$ cat src/rtl/evw_pkg.sv
package evw_pkg;
  localparam int unsigned DLY_LIMIT = 8;

  // Window mask: bit i-1 is set when a delay of i lies in [lo, hi].
  function automatic logic [DLY_LIMIT-1:0] win_mask(input int lo, input int hi);
    logic [DLY_LIMIT-1:0] m;
    m = '0;
    for (int i = 1; i <= DLY_LIMIT; i++) begin
      if (i >= lo && i <= hi) m[i-1] = 1'b1;
    end
    return m;
  endfunction

  // Edge-or-level response decision from current and previous ack samples.
  function automatic logic resp_of(input logic level, input logic cur, input logic prev);
    return level ? ~cur : (prev & ~cur);
  endfunction
endpackage

$ cat src/rtl/evw_sampler.sv
module evw_sampler #(
  parameter bit LEVEL_MODE = 1'b0
) (
  input  logic clk,
  input  logic rst_n,
  input  logic req,
  input  logic ack,
  output logic trig_o,
  output logic resp_o
);
  logic req_q, req_p, ack_q, ack_p;

  always_ff @(posedge clk) begin
    if (!rst_n) begin
      req_q <= 1'b0;
      req_p <= 1'b0;
      ack_q <= 1'b0;
      ack_p <= 1'b0;
    end else begin
      req_q <= req;
      req_p <= req_q;
      ack_q <= ack;
      ack_p <= ack_q;
    end
  end

  assign trig_o = req_q & ~req_p;

  generate
    if (LEVEL_MODE) begin : g_level
      assign resp_o = evw_pkg::resp_of(1'b1, ack_q, ack_p);
    end else begin : g_edge
      assign resp_o = evw_pkg::resp_of(1'b0, ack_q, ack_p);
    end
  endgenerate
endmodule

$ cat src/rtl/evw_age_pipe.sv
module evw_age_pipe #(
  parameter int unsigned MAX_DLY = 4
) (
  input  logic               clk,
  input  logic               rst_n,
  input  logic               trig_i,
  input  logic [MAX_DLY-1:0] retire_i,
  output logic [MAX_DLY-1:0] age_o
);
  logic [MAX_DLY-1:0] age_q;

  always_ff @(posedge clk) begin
    if (!rst_n) age_q[0] <= 1'b0;
    else        age_q[0] <= trig_i;
  end

  generate
    for (genvar i = 1; i < MAX_DLY; i++) begin : g_stage
      always_ff @(posedge clk) begin
        if (!rst_n) age_q[i] <= 1'b0;
        else        age_q[i] <= age_q[i-1] & ~retire_i[i-1];
      end
    end
  endgenerate

  assign age_o = age_q;
endmodule

$ cat src/rtl/evw_judge.sv
module evw_judge #(
  parameter int unsigned MIN_DLY = 2,
  parameter int unsigned MAX_DLY = 4
) (
  input  logic [MAX_DLY-1:0] age_i,
  input  logic               resp_i,
  output logic [MAX_DLY-1:0] hit_o,
  output logic               miss_o
);
  localparam logic [evw_pkg::DLY_LIMIT-1:0] WIN_FULL = evw_pkg::win_mask(MIN_DLY, MAX_DLY);
  localparam logic [MAX_DLY-1:0]            WIN      = WIN_FULL[MAX_DLY-1:0];

  generate
    for (genvar i = 0; i < MAX_DLY; i++) begin : g_slot
      assign hit_o[i] = age_i[i] & WIN[i] & resp_i;
    end
  endgenerate

  assign miss_o = age_i[MAX_DLY-1] & ~resp_i;
endmodule

$ cat src/rtl/ev_window_mon.sv
module ev_window_mon #(
  parameter int unsigned MIN_DLY    = 2,
  parameter int unsigned MAX_DLY    = 4,
  parameter bit          LEVEL_MODE = 1'b0
) (
  input  logic               clk,
  input  logic               rst_n,
  input  logic               req,
  input  logic               ack,
  output logic [MAX_DLY-1:0] hit_age_o,
  output logic               miss_o
);
  // Named internal events, visible to the bound checker.
  logic               trig;
  logic               resp;
  logic [MAX_DLY-1:0] pend;
  logic [MAX_DLY-1:0] hit;
  logic               miss;

  initial begin
    if (MIN_DLY < 1 || MIN_DLY > MAX_DLY || MAX_DLY > evw_pkg::DLY_LIMIT)
      $error("ev_window_mon: bad window parameters");
  end

  evw_sampler #(.LEVEL_MODE(LEVEL_MODE)) u_samp (
    .clk(clk), .rst_n(rst_n), .req(req), .ack(ack),
    .trig_o(trig), .resp_o(resp)
  );

  evw_age_pipe #(.MAX_DLY(MAX_DLY)) u_pipe (
    .clk(clk), .rst_n(rst_n), .trig_i(trig), .retire_i(hit), .age_o(pend)
  );

  evw_judge #(.MIN_DLY(MIN_DLY), .MAX_DLY(MAX_DLY)) u_judge (
    .age_i(pend), .resp_i(resp), .hit_o(hit), .miss_o(miss)
  );

  assign hit_age_o = hit;
  assign miss_o    = miss;
endmodule

$ cat config.mk
export PLATFORM = sky130hd
export DESIGN_NAME = ev_window_mon
export DESIGN_NICKNAME = d
export VERILOG_FILES = /design/src/rtl/evw_pkg.sv /design/src/rtl/evw_sampler.sv /design/src/rtl/evw_age_pipe.sv /design/src/rtl/evw_judge.sv /design/src/rtl/ev_window_mon.sv
export SDC_FILE = /design/constraint.sdc
export NUM_CORES = 1
export LEC_CHECK = 0
export BUFFER_PORTS_ARGS = -buffer_cell sky130_fd_sc_hd__buf_2
export CORE_AREA = 2 2 39 41
export DETAILED_ROUTE_END_ITERATION = 10
export DIE_AREA = 0 0 41 43
export PLACE_DENSITY = 0.45
export SYNTH_ARGS = -nofsm -noshare
export SYNTH_HDL_FRONTEND = slang
export SYNTH_SLANG_ARGS = --single-unit
$ cat constraint.sdc
create_clock -name clk -period 1.07 [get_ports clk]
set_input_delay 0.1605 -clock clk [delete_from_list [all_inputs] [get_ports clk]]
set_output_delay 0.1605 -clock clk [all_outputs]
set_load 0.05 [all_outputs]
# Word-level counts from Yosys, hierarchy flattened
# Index checks and enable logic that the tools add are counted.
# word_totals
regBits	8
input_bits	4
wordCells	21
# op_classes
n_bitwise	13
# op_table
operator	n
AND 1 bit	8
NOT 1 bit	5

# Depth between registers and ports, before layout
# logic_depth
ltp_word	5
depth_mapped	2
mapped_depth_nobuf	2

# Cells and area by module
# A second synthesis with hierarchy kept.
# hier_totals
cells_unflattened	24
area_unflattened_um2	267.8
# modules_own_cells
mod	instances	cells_per_inst	area_each_um2
evw_sampler	1	10	117.6
evw_age_pipe	1	8	113.9
evw_judge	1	6	36.3

# Worst setup path after synthesis
# Ideal clock, no wire load.
# synth_timing
kind	register -> output
startpoint	reg u_samp.ack_p
endpoint	out hit_age_o[1]
arrival_time_ns	0.886
path_slack_ns	0.024
path_stages_with_launch	3
cell_sequence	dfxtp_1 > nor2b_1 > and2_1
# synth_between
elab_chain_cells	2
# synth_rtl
item	line	source
from (decl)	evw_sampler.sv:11	logic req_q, req_p, ack_q, ack_p;
from (signal assigned)	evw_sampler.sv:23	ack_p <= ack_q;
AND 1 bit	evw_pkg.sv:16	return level ? ~cur : (prev & ~cur);
AND 1 bit	evw_judge.sv:15	assign hit_o[i] = age_i[i] & WIN[i] & resp_i;
to (decl)	ev_window_mon.sv:10	output logic [MAX_DLY-1:0] hit_age_o,
# No other way between the ends.

# Worst setup path in the final report
# layout_timing
startpoint	reg u_samp.ack_p
endpoint	out hit_age_o[2]
# Same word-level chain as after synthesis.

==> impl_metrics.prom <==
# TYPE chip_impl_metric gauge
chip_impl_metric{name="synthesis.yosys.warnings",unit=""} 0
chip_impl_metric{name="achievable-frequency",unit="GHz"} 0.826
chip_impl_info{name="cpMaxStageDelayCell",value="sky130_fd_sc_hd__dfxtp_2"} 1
chip_impl_info{name="element_type_at_the_critical_path_start",value="flop"} 1
chip_impl_info{name="tritoncts",value="built"} 1
chip_impl_info{name="synth.top_cells.by_area",value="sky130_fd_sc_hd__dfxtp_1 (61%), sky130_fd_sc_hd__and2_1 (19%), sky130_fd_sc_hd__and3_1 (4.8%), sky130_fd_sc_hd__and2_4 (3.3%), sky130_fd_sc_hd__and2b_1 (2.9%)"} 1
chip_impl_info{name="timing_worst_setup_path_type",value="flop to output pin"} 1
chip_impl_metric{name="worst_ep_required_time",unit="ns"} 0.91
chip_impl_metric{name="effective_utilization_at_floorplan",unit=""} 0.190
chip_impl_metric{name="final.period_utilization",unit=""} 1.13
chip_impl_metric{name="port_buffers",unit=""} 7
chip_impl_metric{name="via_count",unit=""} 184
chip_impl_metric{name="clock_insertion_delay_worst_skew",unit="ns"} 0.25
chip_impl_metric{name="place_area",unit="um^2"} 310
chip_impl_metric{name="drt_wl_total",unit="um"} 465
chip_impl_metric{name="place.gp.congestion",unit=""} 0.563
chip_impl_metric{name="path_clk_slew",unit="ns"} 0.05
chip_impl_metric{name="maxSlewViolCount",unit=""} 0
chip_impl_info{name="violated_checks",value="negative setup slack"} 1
chip_impl_metric{name="powerDensity",unit="nW/um^2"} 1390
chip_impl_metric{name="antenna_found_initial",unit=""} 0
chip_impl_metric{name="ys_seq_elements",unit=""} 8
chip_impl_metric{name="fin_hold_ws",unit="ns"} 0.123
chip_impl_metric{name="synthesis.instances",unit=""} 24
chip_impl_metric{name="syn_avg_cell_area",unit="um^2"} 10.9
chip_impl_metric{name="layout.cell_area.non_filler",unit="um^2"} 410
chip_impl_metric{name="clock_sinks",unit=""} 8
chip_impl_metric{name="total_of_max_cap_violations",unit=""} 0
chip_impl_metric{name="rows",unit=""} 14
chip_impl_metric{name="postSynthNetCount",unit=""} 28
chip_impl_metric{name="syn2layout_area_growth",unit="%"} 56.2
chip_impl_metric{name="synth_cell_type_count",unit=""} 9
chip_impl_metric{name="place_worst_setup_slack",unit="ns"} 0.0430
chip_impl_metric{name="timing.critical_path.arrival",unit="ns"} 1.05
chip_impl_metric{name="path_buf_inv",unit=""} 1
chip_impl_metric{name="maximum_clock_skew_at_final_layout",unit="ns"} 0.00181
chip_impl_metric{name="post_synth_instance_area",unit="um^2"} 263
chip_impl_metric{name="vias_per_cell",unit=""} 3.68
chip_impl_metric{name="grt_pass1_wl",unit="um"} 752
chip_impl_metric{name="fin_ws",unit="ns"} -0.140
chip_impl_metric{name="clock_tree.htree_level_count",unit=""} 1
chip_impl_metric{name="i_o_pin_count",unit=""} 9
chip_impl_info{name="cell_taking_the_most_area_after_synthesis",value="sky130_fd_sc_hd__dfxtp_1"} 1
chip_impl_metric{name="dieArea",unit="um^2"} 1760
chip_impl_info{name="worst_hold_startpoint",value="req"} 1
chip_impl_metric{name="detail-route-antenna-nets",unit=""} 0
chip_impl_info{name="result_of_the_run",value="finished with violations"} 1
chip_impl_metric{name="grt_pass1_vias",unit=""} 191
chip_impl_metric{name="p_total",unit="W"} 0.000569
chip_impl_metric{name="finalCriticalPeriod",unit="ns"} 1.21
chip_impl_metric{name="global_route.overflow_total",unit=""} 0
chip_impl_metric{name="cts_inserted_buffers",unit=""} 3
chip_impl_metric{name="yosysSeqAreaShare",unit=""} 0.610
chip_impl_info{name="largest_delay_contributor_family_on_the_critical_path",value="flip-flops"} 1
chip_impl_metric{name="yosys.area.top_type_share",unit=""} 0.610
chip_impl_info{name="cp_cell_sequence",value="nor2b_4 -> and2_4 -> buf_8"} 1
chip_impl_metric{name="core",unit="um^2"} 1380
chip_impl_metric{name="grtUsageTotal",unit=""} 0.0746
chip_impl_info{name="cp-end-kind",value="output pin"} 1
chip_impl_metric{name="chipHeight",unit="um"} 43
chip_impl_metric{name="pin_count_of_the_biggest_net_entering_global_routing",unit=""} 8
chip_impl_metric{name="finalSetupViolCount",unit=""} 4
chip_impl_metric{name="max-vdd-ir-drop",unit="mV"} 0.643
chip_impl_info{name="worstReg2RegStart",value="u_samp.ack_q$_SDFF_PN0_"} 1
chip_impl_info{name="hp-class",value="input pin to flop"} 1
chip_impl_metric{name="drt_pass_1_iters",unit=""} 1
chip_impl_metric{name="number_of_remaining_drc_errors",unit=""} 0
chip_impl_metric{name="design.final.nets",unit=""} 40
chip_impl_metric{name="antennaDiodeCount",unit=""} 0
chip_impl_metric{name="critical_path.max_fanout",unit=""} 3
chip_impl_info{name="worstSetupStartpoint",value="u_samp.ack_p$_SDFF_PN0_"} 1
chip_impl_metric{name="cts_max_path_buffers",unit=""} 2
chip_impl_metric{name="fill_cells",unit=""} 149
chip_impl_info{name="rsz0062_at_grt",value="yes"} 1
chip_impl_metric{name="first_iter_violations",unit=""} 0
chip_impl_metric{name="final_report_hold_violation_count",unit=""} 0
chip_impl_metric{name="drt-wirelength-per-cell",unit="um"} 9.30
chip_impl_metric{name="fp.dieW",unit="um"} 41
chip_impl_metric{name="post_route_cells_drive_above_1_share",unit=""} 0.588
chip_impl_metric{name="crit_path_max_incr_delay",unit="ns"} 0.35
chip_impl_metric{name="static-leakage-power",unit="nW"} 0.188
chip_impl_info{name="clockRootBuffer",value="sky130_fd_sc_hd__clkbuf_4"} 1
-- worst register-to-register path: cells and delay by family (launching register included) --
family                 cells  cell delay [ns]
and+or+nand+nor            2             0.30
buffers and inverters      1             0.13
DFF                        1             0.35
-- synthesized netlist by cell type --
master / number
sky130_fd_sc_hd__conb_1: 1
sky130_fd_sc_hd__dfxtp_1: 8
sky130_fd_sc_hd__and3_1: 2
sky130_fd_sc_hd__and2_1: 8
sky130_fd_sc_hd__and2_4: 1
sky130_fd_sc_hd__nand2b_1: 1
sky130_fd_sc_hd__nor2b_1: 1
sky130_fd_sc_hd__buf_4: 1
sky130_fd_sc_hd__and2b_1: 1
-- final timing paths --
kind / end / slack, ns / depth (start not counted)
setup reg to reg: u_pipe.age_o[3]$_SDFF_PN0_ / 0.19 / 3
hold reg to reg: u_pipe.age_o[1]$_SDFF_PN0_ / 0.43 / 1
setup / recovery: hit_age_o[2] / -0.14 / 3
hold / removal: u_samp.req_q$_SDFF_PN0_ / 0.12 / 2
-- cells in the final DEF, fill, tap and decap left out --
cell / count
sky130_fd_sc_hd__dfxtp_1: 6
sky130_fd_sc_hd__nor2b_4: 1
sky130_fd_sc_hd__clkbuf_4: 3
sky130_fd_sc_hd__and2b_1: 1
sky130_fd_sc_hd__buf_4: 1
sky130_fd_sc_hd__and2_1: 4
sky130_fd_sc_hd__buf_2: 3
sky130_fd_sc_hd__and3_1: 2
sky130_fd_sc_hd__conb_1: 1
sky130_fd_sc_hd__dfxtp_4: 1
sky130_fd_sc_hd__and2_4: 5
sky130_fd_sc_hd__nand2b_4: 1
sky130_fd_sc_hd__dfxtp_2: 1
sky130_fd_sc_hd__buf_8: 4
-- cell families after synthesis --
| group | synth area share |
|---|---|
| buf+inv | 0.0286 |
| flops | 0.610 |
| other cells | 0.0143 |
| simple gates | 0.348 |
-- area by class of cell --
class                      count  area (um^2)  area share
multi-input combinational     15          120       0.293
tap                           16         20.0      0.0488
sequential                     8          165       0.402
clock buffer                   3         22.5      0.0549
timing repair buffer           8         82.6       0.201
-- timing repair --
action,CTS,global route
setup buffers,1,0
endpoints found under the hold margin,0,0
gates cloned,0,0
pin swaps,4,0
resized for setup,21,1
hold buffers,0,0
endpoints found under the setup margin,4,4
-- sequential cells by signal, indices dropped and copies added (netlist names) --
signal,count
u_samp.ack_p,1
u_samp.ack_q,1
u_samp.req_p,1
u_pipe.age_o,4
u_samp.req_q,1
-- report_power, final --
group          switching, W  internal [W]
logic             0.0000181     0.0000188
clock network     0.0000904      0.000128
registers        0.00000613      0.000308
-- through the flow --
step / TNS [ns] / cells / utilization
2_1_floorplan: 0 / 24 / -
3_3_place_gp: 0 / 46 / 0.224
3_5_place_dp: 0 / 46 / 0.224
4_1_cts: -0.504 / 50 / 0.295
5_1_grt: -0.734 / 50 / 0.297
6_report: -0.519 / 50 / 0.297
-- per-layer routing --
layer | wire (um) | GRT usage | part of all wire | up-vias
met3 | 50 | 0.0785 | 0.11 | 2
li1 | - | - | - | 93
met1 | 159 | 0.0554 | 0.34 | 78
met5 | 0 | 0 | 0 | -
met2 | 246 | 0.113 | 0.53 | 11
met4 | 8 | 0.0400 | 0.017 | 0
(Power assumes the default switching activity.)
